File: src/rtl/xbus_pkg.sv
package xbus_pkg;

  localparam int SHORT_W = 4;   // wait, hold, recovery, read-lead fields
  localparam int DELTA_W = 8;   // first-access latency fields
  localparam int OEDLY_W = 2;   // fast-mode enable delay field

  typedef enum logic [2:0] {
    ST_IDLE,
    ST_RECOV,
    ST_SETUP,
    ST_GAP,
    ST_ACCESS,
    ST_HOLD
  } xbus_state_e;

  typedef struct packed {
    logic               fast;
    logic               addr_hold;
    logic [OEDLY_W-1:0] oe_dly;
    logic [SHORT_W-1:0] rd_lead;
    logic [SHORT_W-1:0] wr_hold;
    logic [SHORT_W-1:0] wr_wait;
    logic [SHORT_W-1:0] rd_wait;
    logic [DELTA_W-1:0] wr_delta;
    logic [DELTA_W-1:0] rd_delta;
  } xbus_cs_cfg_t;

endpackage

File: src/rtl/xbus_cfg_sel.sv
module xbus_cfg_sel
  import xbus_pkg::*;
#(
  parameter int NUM_CS = 6,
  parameter int SEL_W  = 3
) (
  input  logic [SEL_W-1:0]           sel,
  input  logic [NUM_CS-1:0]          cfg_fast,
  input  logic [NUM_CS-1:0]          cfg_addr_hold,
  input  logic [NUM_CS*OEDLY_W-1:0]  cfg_oe_dly,
  input  logic [NUM_CS*SHORT_W-1:0]  cfg_rd_lead,
  input  logic [NUM_CS*SHORT_W-1:0]  cfg_wr_hold,
  input  logic [NUM_CS*SHORT_W-1:0]  cfg_wr_wait,
  input  logic [NUM_CS*SHORT_W-1:0]  cfg_rd_wait,
  input  logic [NUM_CS*DELTA_W-1:0]  cfg_wr_delta,
  input  logic [NUM_CS*DELTA_W-1:0]  cfg_rd_delta,
  output xbus_cs_cfg_t               cfg
);

  localparam int TBL_N = 1 << SEL_W;

  xbus_cs_cfg_t tbl [TBL_N];

  // Unpack the flat per-select fields; unused slots read as all-zero timing.
  for (genvar i = 0; i < TBL_N; i++) begin : g_unpack
    if (i < NUM_CS) begin : g_real
      assign tbl[i] = '{
        fast:      cfg_fast[i],
        addr_hold: cfg_addr_hold[i],
        oe_dly:    cfg_oe_dly[i*OEDLY_W +: OEDLY_W],
        rd_lead:   cfg_rd_lead[i*SHORT_W +: SHORT_W],
        wr_hold:   cfg_wr_hold[i*SHORT_W +: SHORT_W],
        wr_wait:   cfg_wr_wait[i*SHORT_W +: SHORT_W],
        rd_wait:   cfg_rd_wait[i*SHORT_W +: SHORT_W],
        wr_delta:  cfg_wr_delta[i*DELTA_W +: DELTA_W],
        rd_delta:  cfg_rd_delta[i*DELTA_W +: DELTA_W]
      };
    end else begin : g_pad
      assign tbl[i] = '0;
    end
  end

  assign cfg = tbl[sel];

endmodule

File: src/rtl/xbus_hist_track.sv
module xbus_hist_track #(
  parameter int SEL_W  = 3,
  parameter int PAGE_W = 7
) (
  input  logic              clk,
  input  logic              rst_n,
  input  logic              accept,
  input  logic              req_write,
  input  logic [SEL_W-1:0]  req_cs,
  input  logic [PAGE_W-1:0] req_page,
  output logic              first_acc,
  output logic              need_recov,
  output logic [SEL_W-1:0]  prev_cs
);

  logic              hist_v;
  logic              prev_wr;
  logic [PAGE_W-1:0] prev_page;

  always_ff @(posedge clk or negedge rst_n) begin
    if (!rst_n) begin
      hist_v    <= 1'b0;
      prev_wr   <= 1'b0;
      prev_cs   <= '0;
      prev_page <= '0;
    end else if (accept) begin
      hist_v    <= 1'b1;
      prev_wr   <= req_write;
      prev_cs   <= req_cs;
      prev_page <= req_page;
    end
  end

  logic cs_change;
  assign cs_change = (req_cs != prev_cs);

  // Initial latency re-arms on any change of select, page or direction.
  assign first_acc  = !hist_v || cs_change || (req_page != prev_page) ||
                      (req_write != prev_wr);
  // Turnaround only after a read: another select, or a write to the same one.
  assign need_recov = hist_v && !prev_wr && (cs_change || req_write);

endmodule

File: src/rtl/xbus_phase_engine.sv
module xbus_phase_engine
  import xbus_pkg::*;
#(
  parameter int CNT_W = 9
) (
  input  logic               clk,
  input  logic               rst_n,
  input  logic               accept,
  input  logic               acc_first,
  input  logic               acc_recov,
  input  logic [SHORT_W-1:0] recov_set,
  input  logic               cur_wr,
  input  xbus_cs_cfg_t       cfg,
  output logic               idle,
  output logic               cs_act,
  output logic               adv,
  output logic               strobe,
  output logic               hold,
  output logic               rd_done
);

  xbus_state_e      st;
  logic [CNT_W-1:0] cnt;
  logic             first_q;
  logic [CNT_W-1:0] gap_len;
  logic [CNT_W-1:0] rd_path;
  logic [CNT_W-1:0] acc_extra;
  logic             cnt_zero;

  assign cnt_zero = (cnt == '0);

  always_comb begin
    rd_path = CNT_W'(cfg.oe_dly) + CNT_W'(cfg.addr_hold);
    gap_len = '0;
    if (cfg.fast) begin
      if (cur_wr) gap_len = CNT_W'(cfg.addr_hold);
      else        gap_len = (CNT_W'(cfg.rd_lead) > rd_path) ? CNT_W'(cfg.rd_lead) : rd_path;
    end
    if (cur_wr)
      acc_extra = CNT_W'(cfg.wr_wait) + (first_q ? CNT_W'(cfg.wr_delta) : '0);
    else
      acc_extra = CNT_W'(cfg.rd_wait) + (first_q ? CNT_W'(cfg.rd_delta) : '0);
  end

  // One down-counter serves every phase; a phase ends when it reads zero.
  always_ff @(posedge clk or negedge rst_n) begin
    if (!rst_n) begin
      st      <= ST_IDLE;
      cnt     <= '0;
      first_q <= 1'b0;
    end else begin
      unique case (st)
        ST_IDLE: if (accept) begin
          first_q <= acc_first;
          if (acc_recov) begin
            st  <= ST_RECOV;
            cnt <= CNT_W'(recov_set);
          end else begin
            st  <= ST_SETUP;
            cnt <= '0;
          end
        end
        ST_RECOV: begin
          if (cnt_zero) st <= ST_SETUP;
          else          cnt <= cnt - 1'b1;
        end
        ST_SETUP: begin
          if (gap_len != '0) begin
            st  <= ST_GAP;
            cnt <= gap_len - 1'b1;
          end else begin
            st  <= ST_ACCESS;
            cnt <= acc_extra;
          end
        end
        ST_GAP: begin
          if (cnt_zero) begin
            st  <= ST_ACCESS;
            cnt <= acc_extra;
          end else begin
            cnt <= cnt - 1'b1;
          end
        end
        ST_ACCESS: begin
          if (cnt_zero) begin
            if (cur_wr) begin
              st  <= ST_HOLD;
              cnt <= CNT_W'(cfg.wr_hold);
            end else begin
              st <= ST_IDLE;
            end
          end else begin
            cnt <= cnt - 1'b1;
          end
        end
        ST_HOLD: begin
          if (cnt_zero) st <= ST_IDLE;
          else          cnt <= cnt - 1'b1;
        end
        default: st <= ST_IDLE;
      endcase
    end
  end

  assign idle    = (st == ST_IDLE);
  assign adv     = (st == ST_SETUP);
  assign strobe  = (st == ST_ACCESS);
  assign hold    = (st == ST_HOLD);
  assign cs_act  = adv || (st == ST_GAP) || strobe || hold;
  assign rd_done = strobe && cnt_zero && !cur_wr;

endmodule

File: src/rtl/xbus_slow_cs_ctrl.sv
module xbus_slow_cs_ctrl
  import xbus_pkg::*;
#(
  parameter int NUM_CS   = 6,
  parameter int ADDR_W   = 9,
  parameter int DATA_W   = 16,
  parameter int PAGE_LSB = 2,
  parameter int SEL_W    = $clog2(NUM_CS)
) (
  input  logic                      clk,
  input  logic                      rst_n,
  input  logic                      req_valid,
  output logic                      req_ready,
  input  logic                      req_write,
  input  logic [SEL_W-1:0]          req_cs,
  input  logic [ADDR_W-1:0]         req_addr,
  input  logic [DATA_W-1:0]         req_wdata,
  output logic                      rd_valid,
  output logic [DATA_W-1:0]         rd_data,
  input  logic [NUM_CS-1:0]         cfg_fast,
  input  logic [NUM_CS-1:0]         cfg_addr_hold,
  input  logic [NUM_CS*OEDLY_W-1:0] cfg_oe_dly,
  input  logic [NUM_CS*SHORT_W-1:0] cfg_rd_lead,
  input  logic [NUM_CS*SHORT_W-1:0] cfg_recovery,
  input  logic [NUM_CS*SHORT_W-1:0] cfg_wr_hold,
  input  logic [NUM_CS*SHORT_W-1:0] cfg_wr_wait,
  input  logic [NUM_CS*SHORT_W-1:0] cfg_rd_wait,
  input  logic [NUM_CS*DELTA_W-1:0] cfg_wr_delta,
  input  logic [NUM_CS*DELTA_W-1:0] cfg_rd_delta,
  output logic [ADDR_W-1:0]         bus_addr,
  output logic [NUM_CS-1:0]         bus_cs_n,
  output logic                      bus_oe_n,
  output logic                      bus_we_n,
  output logic                      bus_avalid_n,
  output logic [DATA_W-1:0]         bus_dq_o,
  output logic                      bus_dq_oe,
  input  logic [DATA_W-1:0]         bus_dq_i
);

  localparam int PAGE_W = ADDR_W - PAGE_LSB;
  localparam int CNT_W  = $clog2((1 << DELTA_W) + (1 << SHORT_W) + 1);

  logic              accept;
  logic              cur_wr;
  logic [SEL_W-1:0]  cur_cs;
  logic [ADDR_W-1:0] cur_addr;
  logic [DATA_W-1:0] cur_wdata;

  logic              first_acc, need_recov;
  logic [SEL_W-1:0]  prev_cs;
  logic [SHORT_W-1:0] recov_set;
  xbus_cs_cfg_t      cur_cfg;

  logic eng_idle, eng_cs, eng_adv, eng_strobe, eng_hold, eng_rd_done;

  assign req_ready = eng_idle;
  assign accept    = req_valid && eng_idle;

  always_ff @(posedge clk or negedge rst_n) begin
    if (!rst_n) begin
      cur_wr    <= 1'b0;
      cur_cs    <= '0;
      cur_addr  <= '0;
      cur_wdata <= '0;
    end else if (accept) begin
      cur_wr    <= req_write;
      cur_cs    <= req_cs;
      cur_addr  <= req_addr;
      cur_wdata <= req_wdata;
    end
  end

  xbus_hist_track #(.SEL_W(SEL_W), .PAGE_W(PAGE_W)) u_hist (
    .clk        (clk),
    .rst_n      (rst_n),
    .accept     (accept),
    .req_write  (req_write),
    .req_cs     (req_cs),
    .req_page   (req_addr[ADDR_W-1:PAGE_LSB]),
    .first_acc  (first_acc),
    .need_recov (need_recov),
    .prev_cs    (prev_cs)
  );

  // Recovery length belongs to the select that was just read.
  assign recov_set = cfg_recovery[prev_cs*SHORT_W +: SHORT_W];

  xbus_cfg_sel #(.NUM_CS(NUM_CS), .SEL_W(SEL_W)) u_cfg (
    .sel           (cur_cs),
    .cfg_fast      (cfg_fast),
    .cfg_addr_hold (cfg_addr_hold),
    .cfg_oe_dly    (cfg_oe_dly),
    .cfg_rd_lead   (cfg_rd_lead),
    .cfg_wr_hold   (cfg_wr_hold),
    .cfg_wr_wait   (cfg_wr_wait),
    .cfg_rd_wait   (cfg_rd_wait),
    .cfg_wr_delta  (cfg_wr_delta),
    .cfg_rd_delta  (cfg_rd_delta),
    .cfg           (cur_cfg)
  );

  xbus_phase_engine #(.CNT_W(CNT_W)) u_eng (
    .clk       (clk),
    .rst_n     (rst_n),
    .accept    (accept),
    .acc_first (first_acc),
    .acc_recov (need_recov),
    .recov_set (recov_set),
    .cur_wr    (cur_wr),
    .cfg       (cur_cfg),
    .idle      (eng_idle),
    .cs_act    (eng_cs),
    .adv       (eng_adv),
    .strobe    (eng_strobe),
    .hold      (eng_hold),
    .rd_done   (eng_rd_done)
  );

  always_ff @(posedge clk or negedge rst_n) begin
    if (!rst_n) begin
      rd_valid <= 1'b0;
      rd_data  <= '0;
    end else begin
      rd_valid <= eng_rd_done;
      if (eng_rd_done) rd_data <= bus_dq_i;
    end
  end

  for (genvar i = 0; i < NUM_CS; i++) begin : g_cs
    assign bus_cs_n[i] = !(eng_cs && (cur_cs == SEL_W'(i)));
  end

  assign bus_addr     = cur_addr;
  assign bus_avalid_n = !eng_adv;
  assign bus_oe_n     = !(eng_strobe && !cur_wr);
  assign bus_we_n     = !(eng_strobe && cur_wr);
  assign bus_dq_oe    = cur_wr && (eng_strobe || eng_hold);
  assign bus_dq_o     = cur_wdata;

endmodule

File: config.mk
export PLATFORM = sky130hd
export DESIGN_NAME = xbus_slow_cs_ctrl
export DESIGN_NICKNAME = d
export VERILOG_FILES = /design/src/rtl/xbus_pkg.sv /design/src/rtl/xbus_cfg_sel.sv /design/src/rtl/xbus_hist_track.sv /design/src/rtl/xbus_phase_engine.sv /design/src/rtl/xbus_slow_cs_ctrl.sv
export SDC_FILE = /design/constraint.sdc
export NUM_CORES = 1
export LEC_CHECK = 0
export BUFFER_PORTS_ARGS = -buffer_cell sky130_fd_sc_hd__buf_4
export CORE_AREA = 2 2 133 135
export DETAILED_ROUTE_END_ITERATION = 8
export DIE_AREA = 0 0 135 137
export GPL_ROUTABILITY_DRIVEN = 0
export GPL_TIMING_DRIVEN = 1
export PLACE_DENSITY_LB_ADDON = 0.05
export SYNTH_ARGS = -nofsm -noshare
export SYNTH_HDL_FRONTEND = slang
export SYNTH_SLANG_ARGS = --single-unit
File: constraint.sdc
create_clock -name clk -period 5.5 [get_ports clk]
set_input_delay 0.275 -clock clk [delete_from_list [all_inputs] [get_ports clk]]
set_output_delay 0.275 -clock clk [all_outputs]
set_load 0.02 [all_outputs]
* Word-level counts from Yosys, hierarchy flattened
Cells that the tools add are included.
Storage, ports and cells: register bits after elaboration 67, output and inout bits 53
Operators by class: add/sub/neg operators 5, $lt $le $gt $ge 2, eq/ne operators 20, shift-type cells 1, mux-type cells 26, bitwise logic cells 1, reductions and logical operators 42
Operators by type and width (number):
- binary-select mux 36 bit (select 3 bit) | 1
- 2-to-1 mux 9 bit | 10
- 2-to-1 mux 36 bit | 2
- case mux 9 bit (5 select lines) | 1
- indexed part select 24 x 6 -> 4 bit | 1
- 2-to-1 mux 3 bit | 7
- adder 4 x 9 -> 9 bit | 2
- case mux 3 bit (6 select lines) | 1
- subtractor 9 x 1 -> 9 bit, second input constant | 2
- 2-to-1 mux 8 bit | 2
- logical AND 1 bit | 14
- equality test 3 x 2 -> 1 bit, second input constant | 4
- equality test 3 bit, second input constant | 4
- zero test 1 bit | 11
- > comparator 4 x 9 -> 1 bit | 1
- zero test 9 bit | 1
- nonzero test 9 bit | 1
- logical OR 1 bit | 8
- inequality test 2 x 1 -> 1 bit, second input constant | 4
- inequality test 7 bit | 1
- equality test 3 x 1 -> 1 bit, second input constant | 2
- zero test 3 bit | 2
- AND reduction 5 bit | 1
- nonzero test 5 bit | 1
- other kinds (12) | 13

* Longest topological paths before layout
Gate-level depths: netlist of run 1.
depth after elaboration 12, depth in mapped cells 27

* Modules after synthesis
A second synthesis of run 1 with hierarchy kept.
Second synthesis, totals: cell total of the unflattened synthesis 667, area total of the unflattened synthesis 6814.0 um^2
By module, submodules not included:
- xbus_phase_engine | times used 1, cells an instance 281, area each 2137.0 um^2, sequential area each 325.3 um^2
- xbus_cfg_sel | times used 1, cells an instance 206, area each 2125.8 um^2, sequential area each 0.0 um^2
- xbus_slow_cs_ctrl | times used 1, cells an instance 136, area each 1980.6 um^2, sequential area each 1151.1 um^2
- xbus_hist_track | times used 1, cells an instance 44, area each 570.5 um^2, sequential area each 300.3 um^2

* Worst setup path after synthesis of run 1
Ideal clock, no wire load.
kind reg-to-reg, from register u_hist.prev_cs[0] (netlist name), to register u_eng.cnt[6], library setup time 104 ps, data arrival time 4502 ps, data required time 5396 ps, slack 894 ps, cell stages (with the launch flop) 28, path buffers 4, cells stage by stage dfrtp_1 buf_4 buf_2 inv_1 clkbuf_1 clkbuf_1 a21oi_1 o22a_1 a21boi_0 o22ai_1 ha_1 ha_1 inv_1 ha_1 nor2b_1 o21a_1 o21ai_1 nand2_1 nand2_1 o21ai_0 nand2_1 ha_1 inv_1 nor2_1 nand2_1 o22ai_2 nor2_1 o311ai_1
RTL lines:
- end signal: assignment | RTL line xbus_phase_engine.sv:57 | cnt <= CNT_W'(recov_set);
- end signal: assignment | RTL line xbus_phase_engine.sv:65 | else cnt <= cnt - 1'b1;
- end signal: assignment | RTL line xbus_phase_engine.sv:70 | cnt <= gap_len - 1'b1;
- end: declaration | RTL line xbus_phase_engine.sv:23 | logic [CNT_W-1:0] cnt;

==> results.md, run 1 <==
- Outcome: finished, final reports clean
- Final critical path time including I/O delays and setup: 4.84 ns
- Slew of the pin with the lowest slew margin: 0.788 ns
- First-pass GRT wire length: 34600 um
- Initial DRC count: 364
- Total number of nets in the final design: 1327
- Clock tree from TritonCTS: built
- Most used cells in the layout excluding fill and tap cells: 352 x buf_4, 105 x nand2_1, 58 x dfrtp_1
- Number of pins exceeding their max-slew limit in the final report: 0
- Worst path top cell family by delay: compound AO/OA/AOI/OAI gates
- Congestion Overflow GR: 0
- Total nets after synthesis: 1016
- Met1 routed wirelength after detailed routing: 9510 um
- Critical Path Start Type: register
- Reported leakage power: 4.22 nW
- Proportion of register bits with asynchronous set or reset after synthesis: 1.00
- I/O Pins: 341
- Power per Cell Area: 605 nW/um^2
- Worst Path Arrival: 5.06 ns
- Remaining DRCs: 0
- Worst-Skew Late Latency: 0.33 ns
- Clock Sink Count: 60
- Max frequency: 207 MHz
- Final worst-path cycle share: 0.880
- Share of post-route cells with drive strength above 1: 0.435
- RSZ-0062 raised after global routing: false
- Most frequent standard cell in the layout excluding fill and tap cells: buf_4
- Layout overhead on the synthesized area: 49.1%
- Number of warnings printed during yosys synthesis: 0
- Finished layout cell area: 9050 um^2
- Synthesized area: 6070 um^2
- Share of synthesized area occupied by flip-flops and latches: 0.247
- Number of cell instances on the worst register-to-register path: 20
- Vias post-DR: 6661
- Synth unique cells: 69
- End of the worst register-to-register path: u_eng.cnt[7]
- Post-place setup slack: 0.685 ns
- Master of the slowest instance on the critical path: dfrtp_4
- Routed Antenna Nets: 0
- Number of endpoints with negative hold slack in the final report: 0
- Final count of negative-setup-slack endpoints: 0
- Crit Reg-Reg Startpoint: u_hist.prev_cs[0]
- Number of antenna violations at the first check in global routing: 0
- Worst path setup slack after routing: 0.661 ns
- Met3 wire length: 1940 um
- # diodes: 0
- Flop and latch count out of synthesis: 60
- Standard cell core area: 17100 um^2
- CTS clock-pin slew for the worst setup and hold paths: 0.05 ns
- Post-route clock skew: 0.00759 ns
- Post-DR wirelength/cell: 18.4 um
- Smallest hold slack: 0.0171 ns
- # port buffers: 340
- Effective utilization at floorplan: 0.356
- Fill cells: 1685
- Required @ worst endpoint: 5.73 ns
- Cell Area, Placed: 8710 um^2
- Uppermost signal routing layer after detailed routing: met4
- Most frequently used flop master after synthesis: dfrtp_1
- Drt total wl: 23100 um
- Setup Fix Bufs, Post-CTS: 0
- Post-route setup TNS: 0 ns
- Number of detailed-routing iterations run before antenna repair: 4
- Post-synth EDFFs: 0
- Class of the most critical setup path: register to register
- Number of buffer and inverter stages on the critical path: 3
- Detailed-routed wire length on met2: 11200 um
- Clock Tree Buf Depth: 2
- Syn_area_per_cell: 8.55 um^2
- Hold-fix buffers at CTS: 0
- Relative slew slack: 0.475
- Global router's overall resource usage: 0.238
- Largest net degree at the start of global routing: 61
- DIE HEIGHT: 137 um
- Clock root buffer: clkbuf_16
- Width of the die: 135 um
- Number of resized instances in the post-cts repair step: 0
- Clock buffers created by TritonCTS: 9
- Launching element of the worst setup path: u_hist.prev_cs[0]
- Top cell by count, worst path: ha_1
- Setup crit end kind: register
- Util after Layout: 0.530
- Hpwl dp: 18100 um
- Max-Cap Viols: 0
- Crit Path Max Fanout: 34
- Row Count: 48
- Number of vias per cell: 5.32
- Min-delay worst type: input pin to asynchronous set/reset pin
- Via count of the first global-routing pass: 6414
- Cells along the critical path: buf_4 -> a21oi_1 -> a211oi_1 -> o21ai_0 -> ha_1 -> ha_1 -> inv_1 -> ha_1 -> nor2b_1 -> o21a_1 -> o21ai_1 -> a2111oi_0 -> nand4bb_1 -> ha_1 -> inv_1 -> nor2_1 -> nand2_1 -> o22ai_2 -> nor2_1 -> o32ai_1
- H-tree levels: 3
- Largest vdd supply drop: 308 uV
- Crit-path max cell delay: 0.54 ns
- Cell count after synthesis: 710
- Setup slack, reg-to-reg: 0.66 ns
- Overall die area: 18500 um^2
## through the flow
| stage | power (mW) | std cells |
|---|---|---|
| global placement | 4.82 | 1235 |
| detailed placement | 4.83 | 1235 |
| CTS | 5.50 | 1251 |
| floorplan | 3.72 | 710 |
| finish | 5.48 | 1251 |
| global route | 5.96 | 1251 |
## cell usage after synthesis, drive strengths merged (16+ instances only)
library cell	count	share of area
clkbuf	22	0.014
ha	16	0.033
dfrtp	60	0.25
buf	30	0.034
o22ai	21	0.024
nor2b	16	0.016
mux4	21	0.078
nand2b	17	0.018
nand2	106	0.067
inv	23	0.014
nor2	48	0.030
a21oi	52	0.044
mux2i	40	0.066
nand3	16	0.013
mux2	35	0.065
o21ai	33	0.027
## worst max path at each step
stage / to / slack (ns) / cells after the start
after floorplan: u_eng.cnt[6] / 0.89 / 27
after global placement: u_eng.cnt[6] / 0.84 / 22
after detailed placement: u_eng.cnt[6] / 0.68 / 20
after CTS: u_eng.cnt[6] / 0.68 / 20
after global routing: u_eng.cnt[6] / 0.11 / 20
final: u_eng.cnt[7] / 0.66 / 20
## cell families after synthesis
logic type | count (synthesis) | synth area share
adder cells (fa/ha/maj) | 18 | 0.0396
multiplexers | 96 | 0.209
AO/OA/AOI/OAI | 194 | 0.219
buffers and inverters | 76 | 0.0623
flip-flops | 60 | 0.247
XOR/XNOR | 22 | 0.0318
AND/OR/NAND/NOR | 244 | 0.191
## power breakdown
group	internal (mW)	switching, mW
combinational	1.75	2.19
sequential	0.654	0.243
clock	0.422	0.213
total	2.83	2.65
## state kept, by name (all words and copies together), names as in the netlist
signal,count
bus_addr,9
u_hist.prev_wr,1
u_eng.first_q,1
u_eng.cnt,9
u_hist.hist_v,1
bus_dq_o,16
rd_valid,1
u_hist.prev_cs,3
rd_data,16
u_eng.st,3
## layer usage
layer | vias to the layer above | track usage
met3 | 29 | 0.0441
met1 | 3108 | 0.309
met4 | 0 | 0.0689
li1 | 3238 | -
met2 | 286 | 0.404
met5 | - | 0
## final cells by class
class                      instances  area (um^2)  share of cell area
multi-input combinational        574         4190               0.463
timing repair buffer             352         2640               0.292
sequential                        60         1510               0.167
tap                              225          282              0.0311
clock buffer                      11          253              0.0279
inverter                          24         90.1             0.00996
clock inverter                     5         83.8             0.00927
Note: power is estimated with default switching activity, not from simulation.
==> run 2: changes to the inputs <==
--- a/config.mk
+++ b/config.mk
@@ -6,12 +6,14 @@
 export NUM_CORES = 1
 export LEC_CHECK = 0
 export BUFFER_PORTS_ARGS = -buffer_cell sky130_fd_sc_hd__buf_4
-export CORE_AREA = 2 2 133 135
+export CELL_PAD_IN_SITES_DETAIL_PLACEMENT = 0
+export CELL_PAD_IN_SITES_GLOBAL_PLACEMENT = 1
+export CORE_MARGIN = 2
+export CORE_UTILIZATION = 32
 export DETAILED_ROUTE_END_ITERATION = 8
-export DIE_AREA = 0 0 135 137
 export GPL_ROUTABILITY_DRIVEN = 0
 export GPL_TIMING_DRIVEN = 1
-export PLACE_DENSITY_LB_ADDON = 0.05
+export PLACE_DENSITY_LB_ADDON = 0.1
 export SYNTH_ARGS = -nofsm -noshare
 export SYNTH_HDL_FRONTEND = slang
 export SYNTH_SLANG_ARGS = --single-unit
==> results.md, run 2 (synthesis results as in run 1) <==
- Vias post-DR: 6620
- Via count of the first global-routing pass: 6488
- Highest-utilization routing layer at the global route stage: met2
- RSZ-0062 raised after global routing: false
- Number of resized instances in the post-cts repair step: 0
- Clock Tree Buf Depth: 2
- Remaining DRCs: 0
- I/O Pins: 341
- H-tree levels: 3
- Power per Cell Area: 605 nW/um^2
- Most frequent standard cell in the layout excluding fill and tap cells: buf_4
- Effective utilization at floorplan: 0.326
- Fill cells: 1856
- # port buffers: 340
- Required @ worst endpoint: 5.73 ns
- Largest vdd supply drop: 262 uV
- Number of pins exceeding their max-slew limit in the final report: 0
- Reported leakage power: 4.21 nW
- Post-route clock skew: 0.0101 ns
- Relative slew slack: 0.467
- Drt total wl: 23400 um
- Setup crit end kind: register
- Share of post-route cells with drive strength above 1: 0.435
- Total number of nets in the final design: 1328
- Global router's overall resource usage: 0.224
- # diodes: 0
- Worst Path Arrival: 5.14 ns
- Clock tree from TritonCTS: built
- Crit Path Max Fanout: 29
- First-pass GRT wire length: 35700 um
- Met3 track demand over resource in global routing: 0.0375
- Slew of the pin with the lowest slew margin: 0.799 ns
- Number of vias per cell: 5.25
- Class of the most critical setup path: register to register
- Post-route setup TNS: 0 ns
- Post-DR wirelength/cell: 18.6 um
- Number of antenna violations at the first check in global routing: 0
- CTS clock-pin slew for the worst setup and hold paths: 0.06 ns
- Layout overhead on the synthesized area: 48.9%
- Number of detailed-routing iterations run before antenna repair: 5
- Overall die area: 20100 um^2
- Width of the die: 142 um
- DIE HEIGHT: 142 um
- Hpwl dp: 18400 um
- Met2 Resource Use GR: 0.380
- Global-route track usage on met1: 0.300
- Final critical path time including I/O delays and setup: 4.91 ns
- Routed Antenna Nets: 0
- Final count of negative-setup-slack endpoints: 0
- Outcome: finished, final reports clean
- Worst-Skew Late Latency: 0.33 ns
- Max frequency: 204 MHz
- Smallest hold slack: 0.00927 ns
- Final worst-path cycle share: 0.892
- Max-Cap Viols: 0
- Largest net degree at the start of global routing: 61
- Most used cells in the layout excluding fill and tap cells: 353 x buf_4, 105 x nand2_1, 58 x dfrtp_1
- Hold-fix buffers at CTS: 0
- Clock Sink Count: 60
- Clock buffers created by TritonCTS: 9
- Row Count: 50
- Min-delay worst type: input pin to asynchronous set/reset pin
- Setup Fix Bufs, Post-CTS: 0
- Standard cell core area: 18600 um^2
- Critical Path Start Type: register
- Initial DRC count: 363
- Number of endpoints with negative hold slack in the final report: 0
- Congestion Overflow GR: 0
- Clock root buffer: clkbuf_16
## run 2: worst max-delay path, stage by stage (launching register included)
cell and delay (ns):
dfrtp_4 0.65, inv_1 0.24, a22oi_1 0.21, o22a_1 0.17
a21boi_0 0.17, o22ai_1 0.12, ha_1 0.22, ha_1 0.27
inv_1 0.06, ha_1 0.29, nor2b_1 0.14, o21a_1 0.12
o21ai_1 0.13, a2111oi_0 0.37, nand4bb_1 0.25, ha_1 0.24
inv_1 0.10, nor2_1 0.19, nand2_1 0.09, o22ai_2 0.35
nor2_1 0.13, o311ai_1 0.30
## run 2: cell type report
type | instances | area (um^2) | share of cell area
inverters | 24 | 90.1 | 0.00997
well taps | 234 | 293 | 0.0324
clock inverters | 6 | 71.3 | 0.00789
flip-flops and latches | 60 | 1510 | 0.167
repair buffers | 353 | 2650 | 0.293
clock buffers | 10 | 239 | 0.0264
multi-input cells | 574 | 4190 | 0.463
## run 2: layer usage
metal	wire length [um]	vias to the layer above
met5	0	-
met2	11300	268
met3	1640	14
met1	10100	3101
met4	311	0
li1	-	3237
## run 2: final timing paths
check / startpoint / endpoint / slack [ns] / depth (start not counted)
worst max-delay path: u_hist.prev_cs[0] / u_eng.cnt[6] / 0.59 / 21
worst min-delay path: rst_n / rd_data[5] / 0.009 / 1
worst max register to register: u_hist.prev_cs[0] / u_eng.cnt[6] / 0.59 / 21
worst min register to register: rd_data[15] / rd_data[15] / 0.47 / 2
max in group asynchronous: rst_n / u_hist.prev_cs[0] / 4.86 / 1
min in group clk: bus_dq_i[8] / rd_data[8] / 0.13 / 3
## run 2: metrics by stage
step,cells,utilization,setup WS (ns),instance area (um^2),total power [mW]
after floorplan,710,-,0.894,6070,3.72
after global placement,1245,0.468,0.774,8730,4.86
after detailed placement,1245,0.468,0.612,8730,4.87
after CTS,1261,0.485,0.583,9040,5.50
after global routing,1261,0.485,0.0857,9040,5.97
final,1261,0.485,0.593,9040,5.47
## run 2: report_power, final
part / internal (mW) / leakage (nW) / switching, mW / total [mW]
sequential: 0.653 / 0.684 / 0.262 / 0.915
combinational: 1.76 / 3.38 / 2.20 / 3.96
clock: 0.366 / 0.145 / 0.223 / 0.589
total: 2.78 / 4.21 / 2.69 / 5.47
